`config.mk`:
```
export PLATFORM = sky130hd
export DESIGN_NAME = serial_cfg_port
export DESIGN_NICKNAME = d
export VERILOG_FILES = /design/src/rtl/scp_pkg.sv /design/src/rtl/scp_sync.sv /design/src/rtl/scp_shifter.sv /design/src/rtl/scp_commit.sv /design/src/rtl/serial_cfg_port.sv
export SDC_FILE = /design/constraint.sdc
export NUM_CORES = 1
export LEC_CHECK = 0
export CAP_MARGIN = 20
export CELL_PAD_IN_SITES_DETAIL_PLACEMENT = 1
export CELL_PAD_IN_SITES_GLOBAL_PLACEMENT = 2
export CORE_ASPECT_RATIO = 1.5
export CORE_MARGIN = 5
export CORE_UTILIZATION = 45
export DETAILED_ROUTE_END_ITERATION = 16
export DONT_BUFFER_PORTS = 1
export PLACE_DENSITY = 0.79
export REMOVE_ABC_BUFFERS = 1
export SYNTH_ARGS = -nofsm -noshare
export SYNTH_HDL_FRONTEND = slang
export SYNTH_SLANG_ARGS = --single-unit
```
`constraint.sdc`:
```
create_clock -name clk -period 5.2 [get_ports clk]
set_input_delay 0.26 -clock clk [delete_from_list [all_inputs] [get_ports clk]]
set_output_delay 0.26 -clock clk [all_outputs]
set_load 0.1 [all_outputs]
```
`src/rtl/scp_pkg.sv`:
```
package scp_pkg;
   typedef enum logic [2:0] {
      TGT_NONE,
      TGT_CTRL,
      TGT_NDIV,
      TGT_RDIV,
      TGT_RESET
   } target_e;

   function automatic int unsigned max3(input int unsigned a, input int unsigned b,
                                        input int unsigned c);
      int unsigned m;
      m = (a > b) ? a : b;
      return (m > c) ? m : c;
   endfunction
endpackage

```
`src/rtl/scp_sync.sv`:
```
module scp_sync #(
   parameter int unsigned      W      = 1,
   parameter int unsigned      STAGES = 2,
   parameter logic [W-1:0]     RST_VAL = '0
) (
   input  logic         clk,
   input  logic         rst_n,
   input  logic [W-1:0] d,
   output logic [W-1:0] q
);
   logic [STAGES-1:0][W-1:0] stg;

   generate
      if (STAGES < 2) begin : g_bad
         $error("scp_sync needs at least two stages");
      end
   endgenerate

   always_ff @(posedge clk or negedge rst_n) begin
      if (!rst_n) stg <= {STAGES{RST_VAL}};
      else        stg <= {stg[STAGES-2:0], d};
   end

   assign q = stg[STAGES-1];
endmodule

```
`src/rtl/scp_shifter.sv`:
```
module scp_shifter #(
   parameter int unsigned SHIFT_W = 16,
   parameter int unsigned CNT_W   = 6,
   parameter int unsigned CNT_SAT = 33
) (
   input  logic               clk,
   input  logic               rst_n,
   input  logic               sdi_s,
   input  logic               sclk_s,
   input  logic               sen_n_s,
   output logic [SHIFT_W-1:0] shreg,
   output logic [CNT_W-1:0]   cnt,
   output logic               done,
   output logic               sdo
);
   logic sclk_d, sen_d;
   logic rise, fall, en_fall, active;

   always_ff @(posedge clk or negedge rst_n) begin
      if (!rst_n) begin
         sclk_d <= 1'b0;
         sen_d  <= 1'b1;
      end else begin
         sclk_d <= sclk_s;
         sen_d  <= sen_n_s;
      end
   end

   assign rise    = sclk_s & ~sclk_d;
   assign fall    = ~sclk_s & sclk_d;
   assign en_fall = sen_d & ~sen_n_s;
   assign done    = ~sen_d & sen_n_s;
   assign active  = ~sen_n_s;

   always_ff @(posedge clk or negedge rst_n) begin
      if (!rst_n) begin
         shreg <= '0;
         cnt   <= '0;
      end else if (en_fall) begin
         shreg <= '0;
         cnt   <= '0;
      end else if (active && rise) begin
         shreg <= {shreg[SHIFT_W-2:0], sdi_s};
         if (cnt != CNT_W'(CNT_SAT)) cnt <= cnt + 1'b1;
      end
   end

   always_ff @(posedge clk or negedge rst_n) begin
      if (!rst_n)               sdo <= 1'b0;
      else if (active && fall)  sdo <= shreg[SHIFT_W-1];
   end

   AST_SHIFT_IN: assert property (@(posedge clk) disable iff (!rst_n)
      (active && rise && !en_fall) |=> (shreg[0] == $past(sdi_s)))
      else $error("shift did not capture data bit");
   AST_SDO_FALL_ONLY: assert property (@(posedge clk) disable iff (!rst_n)
      !(active && fall) |=> $stable(sdo))
      else $error("sdo moved without falling shift edge");
   AST_CNT_NOT_PAST_SAT: assert property (@(posedge clk) disable iff (!rst_n)
      (cnt == CNT_W'(CNT_SAT)) |=> (cnt == CNT_W'(CNT_SAT) || cnt == '0))
      else $error("bit counter left saturation");
endmodule

```
`src/rtl/scp_commit.sv`:
```
module scp_commit
   import scp_pkg::*;
#(
   parameter int unsigned SHIFT_W    = 16,
   parameter int unsigned CNT_W      = 6,
   parameter int unsigned C_W        = 8,
   parameter int unsigned N_W        = 16,
   parameter int unsigned R_W        = 15,
   parameter int unsigned R_LONG_LEN = 24,
   parameter int unsigned RST_LO     = 9,
   parameter int unsigned RST_HI     = 13
) (
   input  logic               clk,
   input  logic               rst_n,
   input  logic               done,
   input  logic [CNT_W-1:0]   cnt,
   input  logic [SHIFT_W-1:0] shreg,
   output logic [C_W-1:0]     ctrl_q,
   output logic [N_W-1:0]     ndiv_q,
   output logic [R_W-1:0]     rdiv_q,
   output logic               soft_rst
);
   target_e tgt;

   always_comb begin
      tgt = TGT_NONE;
      if (cnt == CNT_W'(C_W))                                 tgt = TGT_CTRL;
      else if (cnt == CNT_W'(N_W))                            tgt = TGT_NDIV;
      else if (cnt == CNT_W'(R_W) || cnt == CNT_W'(R_LONG_LEN)) tgt = TGT_RDIV;
      else if (cnt >= CNT_W'(RST_LO) && cnt <= CNT_W'(RST_HI))  tgt = TGT_RESET;
   end

   always_ff @(posedge clk or negedge rst_n) begin
      if (!rst_n) begin
         ctrl_q   <= '0;
         ndiv_q   <= '0;
         rdiv_q   <= '0;
         soft_rst <= 1'b0;
      end else begin
         soft_rst <= done && (tgt == TGT_RESET);
         if (done) begin
            case (tgt)
               TGT_CTRL: ctrl_q <= shreg[C_W-1:0];
               TGT_NDIV: ndiv_q <= shreg[N_W-1:0];
               TGT_RDIV: rdiv_q <= shreg[R_W-1:0];
               default:  ;
            endcase
         end
      end
   end

   AST_HOLD_UNLESS_DONE: assert property (@(posedge clk) disable iff (!rst_n)
      !done |=> $stable({ctrl_q, ndiv_q, rdiv_q}))
      else $error("register changed outside commit");
   AST_RST_ONE_CYCLE: assert property (@(posedge clk) disable iff (!rst_n)
      soft_rst |=> !soft_rst)
      else $error("soft reset wider than one cycle");
   AST_RST_NO_WRITE: assert property (@(posedge clk) disable iff (!rst_n)
      soft_rst |-> $stable({ctrl_q, ndiv_q, rdiv_q}))
      else $error("reset burst wrote a register");
endmodule

```
`src/rtl/serial_cfg_port.sv`:
```
module serial_cfg_port
   import scp_pkg::*;
#(
   parameter int unsigned C_W         = 8,
   parameter int unsigned N_W         = 16,
   parameter int unsigned R_W         = 15,
   parameter int unsigned R_LONG_LEN  = 24,
   parameter int unsigned RST_LO      = 9,
   parameter int unsigned RST_HI      = 13,
   parameter int unsigned LEN_CAP     = 32,
   parameter int unsigned SYNC_STAGES = 2
) (
   input  logic           clk,
   input  logic           rst_n,
   input  logic           sdi,
   input  logic           sclk,
   input  logic           sen_n,
   output logic           sdo,
   output logic [C_W-1:0] ctrl_q,
   output logic [N_W-1:0] ndiv_q,
   output logic [R_W-1:0] rdiv_q,
   output logic           soft_rst
);
   localparam int unsigned SHIFT_W = max3(C_W, N_W, R_W);
   localparam int unsigned CNT_SAT = LEN_CAP + 1;
   localparam int unsigned CNT_W   = $clog2(CNT_SAT + 1);

   generate
      if (R_LONG_LEN < R_W || R_LONG_LEN > LEN_CAP) begin : g_bad_rlen
         $error("long reference transfer length out of range");
      end
      if (RST_LO > RST_HI || RST_HI > LEN_CAP) begin : g_bad_rst
         $error("reset length window invalid");
      end
      if (SHIFT_W < 2) begin : g_bad_w
         $error("register widths too small");
      end
   endgenerate

   logic [2:0] pins_s;
   logic [SHIFT_W-1:0] shreg;
   logic [CNT_W-1:0]   cnt;
   logic               done;

   scp_sync #(.W(3), .STAGES(SYNC_STAGES), .RST_VAL(3'b100)) i_sync (
      .clk   (clk),
      .rst_n (rst_n),
      .d     ({sen_n, sclk, sdi}),
      .q     (pins_s)
   );

   scp_shifter #(.SHIFT_W(SHIFT_W), .CNT_W(CNT_W), .CNT_SAT(CNT_SAT)) i_shifter (
      .clk     (clk),
      .rst_n   (rst_n),
      .sdi_s   (pins_s[0]),
      .sclk_s  (pins_s[1]),
      .sen_n_s (pins_s[2]),
      .shreg   (shreg),
      .cnt     (cnt),
      .done    (done),
      .sdo     (sdo)
   );

   scp_commit #(
      .SHIFT_W(SHIFT_W), .CNT_W(CNT_W), .C_W(C_W), .N_W(N_W), .R_W(R_W),
      .R_LONG_LEN(R_LONG_LEN), .RST_LO(RST_LO), .RST_HI(RST_HI)
   ) i_commit (
      .clk      (clk),
      .rst_n    (rst_n),
      .done     (done),
      .cnt      (cnt),
      .shreg    (shreg),
      .ctrl_q   (ctrl_q),
      .ndiv_q   (ndiv_q),
      .rdiv_q   (rdiv_q),
      .soft_rst (soft_rst)
   );

   AST_PULSE_ONLY_ON_RELEASE: assert property (@(posedge clk) disable iff (!rst_n)
      $rose(soft_rst) |-> $past(done))
      else $error("soft reset without enable release");
endmodule

```
# After elaboration in Yosys (flattened, before gate mapping)
# Index checks and enable logic that the tools add are counted.
# totals
latch_bits	0
word_cells	51
out_inout_bits	41
romBits	0
ff_bits	71
n_memories	0
mem_bits_rw	0
in_bits	5
# classes
bitwise	8
multipliers	0
mux	9
eq_ne	9
add_sub_neg	1
n_reduce_logical	11
n_lt_le_gt_ge	2
shift	0
n_div	0
# ops
operator	count
two-way mux 16 bit	2
two-way mux 6 bit	3
equality test 6 x 4 -> 1 bit, second input constant	2
equality test 6 x 5 -> 1 bit, second input constant	2
two-way mux 3 bit	4
AND reduction 2 bit	4
adder 6 x 1 -> 6 bit, second input constant	1
equality test 3 x 2 -> 1 bit, second input constant	2
greater-or-equal comparator 6 x 4 -> 1 bit, second input constant	1
<= comparator 6 x 4 -> 1 bit, second input constant	1
!= test 6 bit, second input constant	1
bitwise AND 1 bit	4
logical AND 1 bit	4
inverter 1 bit	4
nonzero test 2 bit	2
equality test 3 x 1 -> 1 bit, second input constant	1
equality test 3 bit, second input constant	1
logical OR 1 bit	1

# Logic depth before layout (Yosys ltp)
# depth
depth_word	8
mapped_depth	6
depth_no_buf	5

# By module
# A second synthesis with hierarchy kept.
# hier_totals
cells_unflattened	218
hier_area_um2	2916.5
# modules_own_cells
mod	instances	area_per_inst_um2	seq_area_each_um2	cells_each
scp_commit	1	1590.3	1001.0	91
scp_shifter	1	1151.1	626.9	118
scp_sync	1	175.2	152.6	9

# Least setup slack after synthesis
# Ideal clock, no wire load.
# synth_timing
path_type	flip-flop to flip-flop
from	reg i_sync.stg, in the netlist i_sync.q[2]
to	reg i_commit.rdiv_q[10]
slack_ns	3.477
required_time_ns	5.075
path_stages_with_launch	5
setup_time_ns	0.125
synth_period_minus_slack_ns	1.723
arrival_ns	1.597
n_path_buf	1
path_cell_list	dfstp_2 -> nor3b_4 -> o211a_4 -> buf_4 -> mux2_2
# synth_via
elab_chain_cells	2
# synth_rtl
item	line_no	rtl
start: declaration	scp_sync.sv:11	logic [STAGES-1:0][W-1:0] stg;
start signal: assignment	scp_sync.sv:20	if (!rst_n) stg <= {STAGES{RST_VAL}};
start signal: assignment	scp_sync.sv:21	else stg <= {stg[STAGES-2:0], d};
bitwise AND 1 bit	scp_shifter.sv:32	assign done = ~sen_d & sen_n_s;
AND reduction 2 bit (no source line)	-	
end signal: assignment	scp_commit.sv:45	TGT_RDIV: rdiv_q <= shreg[R_W-1:0];
end: declaration	scp_commit.sv:20	output logic [R_W-1:0] rdiv_q,
# No other way between the ends.
# A chain may end at the register's enable or synchronous reset.

# Final worst setup path
# layout_timing
from	reg i_shifter.cnt[0]
to	reg i_commit.ctrl_q[7]
# layout_via
elab_chain_cells	8
word_cells_on_any_way	14
classes_between	order compare (2); eq/ne (5); mux (4); reduce/logical (3)
# layout_rtl
item	line_no	rtl
start: declaration	scp_shifter.sv:12	output logic [CNT_W-1:0] cnt,
start signal: assignment	scp_shifter.sv:44	if (cnt != CNT_W'(CNT_SAT)) cnt <= cnt + 1'b1;
greater-or-equal comparator 6 x 4 -> 1 bit / <= comparator 6 x 4 -> 1 bit (equally long branches)	scp_commit.sv:30	else if (cnt >= CNT_W'(RST_LO) && cnt <= CNT_W'(RST_HI)) tgt = TGT_RESET;
logical AND 1 bit	scp_commit.sv:30	
two-way mux 3 bit	scp_commit.sv:30	
two-way mux 3 bit	scp_commit.sv:29	else if (cnt == CNT_W'(R_W) || cnt == CNT_W'(R_LONG_LEN)) tgt = TGT_RDIV;
two-way mux 3 bit	scp_commit.sv:28	else if (cnt == CNT_W'(N_W)) tgt = TGT_NDIV;
two-way mux 3 bit (*)	scp_commit.sv:27	if (cnt == CNT_W'(C_W)) tgt = TGT_CTRL;
equality test 3 x 1 -> 1 bit (*)	scp_commit.sv:42	case (tgt)
AND reduction 2 bit (no source line) (*)	-	
end signal: assignment	scp_commit.sv:43	TGT_CTRL: ctrl_q <= shreg[C_W-1:0];
end: declaration	scp_commit.sv:18	output logic [C_W-1:0] ctrl_q,
# Every way passes the cells marked *; elsewhere a longest branch is shown, timed or not.

==> impl_metrics.tcl <==
set metrics [dict create \
    max_freq_ghz 0.502 \
    clk_latency_ps 350 \
    grt_max_degree 72 \
    ant_nets 0 \
    cts_buffers 9 \
    finalMaxSlewViolations 0 \
    num_antenna_cells 0 \
    fin_crit_ps 1990 \
    die_h_um 108 \
    synthTopCellsByArea "dfrtp_1, mux2_2, nand2_1" \
    critPathCaptureType "flip-flop" \
    setup_ws_ps 3210 \
    slew_headroom 0.324 \
    reg2reg_setup_slack_ps 3210 \
    powerDensity_nw_per_um2 324 \
    crit_path_top_delay_cell "dfrtp_1" \
    routed_wl_um 5710 \
    critical_path_class "flip-flop to flip-flop" \
    critPathMaxFanout 8 \
    ys.flop_type "dfrtp_1" \
    route.vias.total 1674 \
    grt_pass1_vias 1864 \
    syn_to_final_growth_pct 10.4 \
    power_w 0.00102 \
    initial_core_util 0.463 \
    final.setup_skew_ps 5.90 \
    hpwl_um 3840 \
    leakage_nw 1.51 \
    worstPathCellList "inv_1 -> ha_1 -> nor2b_1 -> nand4b_2 -> mux2_2" \
    path_delay_family "simple AND/OR/NAND/NOR gates" \
    final_core_util 0.511 \
    path_buf_inv 1 \
    rsz0062_at_grt "no" \
    synth_edf_count 0 \
    synth_area_leader_cell "dfrtp_1" \
    drive_gt1_frac 0.282 \
    nets 231 \
    drc 0 \
    hold_viol_final 0 \
    clock_sinks 71 \
    r2r_cells 5 \
    hold_end "i_sync.q[0]" \
    worst_ep_arrival_time_ps 2210 \
    dp_slack_ps 3200 \
    vias_per_cell 5.56 \
    drv_cap 0 \
    gp_congestion 0.677 \
    grt_usage 0.160 \
    syn_area_per_cell_um2 13.3 \
    synthesis.area_um2 2860 \
    ys_types 34 \
    dieArea_um2 8070 \
    post_drt_wl_per_cell_um 19.0 \
    final_cells 301 \
    cts_resized 0 \
    cts_tree "yes" \
    yosysSeqAreaShare 0.623 \
    ys_warn_count 0 \
    grt_remaining_overflow 0 \
    cts_root_buf "clkbuf_8" \
    synth_common_cells "dfrtp_1, mux2_2, nand2_1, a21oi_1, clkbuf_1" \
    status "finished clean" \
    ys_ff_latch 71 \
    chipWidth_um 75.1 \
    max_stage_delay_ps 430 \
    worst_pin_slew_ps 1010 \
    cp-start-kind "flip-flop" \
    reg2reg_to "i_commit.ctrl_q[7]" \
    worstReg2RegStart "i_shifter.cnt[0]" \
    worstHoldPathType "flip-flop to flip-flop" \
    rows 35 \
    synth_most_common_cell "dfrtp_1" \
    async_flop_share 1.00 \
    fin_crit_sh 0.383 \
    hold_depth 0 \
    hp-start "i_sync.stg[0]" \
    ir_worst_vdd_v 0.000154 \
    clockBufferDepth 2 \
    syn_inst 215 \
    clkSlewWorstSetupHoldPaths_ps 70 \
    pin_count 46 \
    numPlacedInstances 280 \
    drt_iter0_markers 43 \
    cp.required_ps 5420 \
    setup_viol_count_final 0 \
    core_area_um2 6170 \
    dr.pass1.iters 5 \
    antenna_found_initial 0 \
    cts.htree.levels 3 \
    portBuffers 0 \
    tns_ps 0 \
    grt_pass1_wl_um 9600 \
    synth_top_area_frac 0.596 \
]
[layout by cell type (no fill, tap or decap), types with 2 or more instances in the layout]
cell type and instances:
and3b_1 2, a21oi_1 20, o21ai_0 2, clkbuf_8 9, dfstp_2 3, or3_1 2, nand2_1 38, ha_1 4
clkinv_2 4, clkbuf_1 2, nor2b_1 2, dlygate4sd3_1 4, mux2i_1 2, mux2_2 40, inv_1 3, nand3_1 2
dfrtp_1 68
[power by group]
part	total, W	internal (W)	switching (W)
logic	0.0000434	0.0000142	0.0000293
registers	0.000566	0.000559	0.00000664
clock network	0.000411	0.000218	0.000193
total	0.00102	0.000792	0.000228
[per-layer routing]
metal | vias to the layer above | track usage | share of wire
met5 | - | 0 | 0
met4 | 0 | 0.0649 | 0.021
met3 | 11 | 0.0579 | 0.061
met2 | 37 | 0.261 | 0.53
met1 | 865 | 0.186 | 0.39
li1 | 761 | - | -
[cell type report]
class / count / area [um^2]
Multi-Input combinational cell: 131 / 1010
Clock inverter: 5 / 50.0
Inverter: 3 / 11.3
Clock buffer: 11 / 131
Fill cell: 611 / 3020
Tap cell: 74 / 92.6
Sequential cell: 71 / 1780
Timing Repair Buffer: 6 / 75.1
[state kept, by name (all words and copies together) (netlist names)]
| name | flops |
|---|---|
| i_commit.rdiv_q | 15 |
| i_commit.soft_rst | 1 |
| i_shifter.sdo | 1 |
| i_shifter.sen_d | 1 |
| i_sync.stg | 3 |
| i_shifter.shreg | 16 |
| i_commit.ndiv_q | 16 |
| i_shifter.sclk_d | 1 |
| i_commit.ctrl_q | 8 |
| i_sync.q | 3 |
| i_shifter.cnt | 6 |
[worst max-delay path by stage]
stage	start	end	slack (ps)	cells past startpoint
2_1_floorplan	i_sync.q[2]	i_shifter.cnt[5]	3480	3
3_3_place_gp	i_sync.q[2]	i_shifter.cnt[5]	3270	3
3_5_place_dp	i_shifter.cnt[0]	i_commit.ctrl_q[3]	3200	5
4_1_cts	i_shifter.cnt[0]	i_commit.ctrl_q[0]	3190	5
5_1_grt	i_shifter.cnt[0]	i_commit.ctrl_q[0]	3120	5
6_report	i_shifter.cnt[0]	i_commit.ctrl_q[7]	3210	5
[through the flow]
stage                     area (um^2)  hold WS (ps)
after CTS                        3150           356
after floorplan                  2800         -35.6
final                            3150           352
after detailed placement         2900         -32.1
after global placement           2900         -32.5
after global routing             3150           368
[cell families (layout without fill, tap and decap cells)]
logic type               count (synthesis)  after routing  share of synthesized area
AND/OR/NAND/NOR                         57             57                      0.113
flip-flops                              71             71                      0.623
AO/OA/AOI/OAI                           27             27                     0.0561
buffers and inverters                   13             25                     0.0223
adder cells (fa/ha/maj)                  4              4                     0.0175
multiplexers                            42             42                      0.165
XOR/XNOR                                 1              1                    0.00307
[worst reg2reg max path, delay by kind of cell (launching register included)]
kind,cells,cell delay (ps)
buffers and inverters,1,130
adder cells (fa/ha/maj),1,180
multiplexers,1,390
AND/OR/NAND/NOR,2,740
flip-flops,1,430
[repair_timing]
item,4_1_cts,5_1_grt
hold buffers,5,0
buffers inserted,0,0
setup endpoints to repair,0,0
endpoints found under the hold margin,74,0
Power figures use the tool's default switching activity.
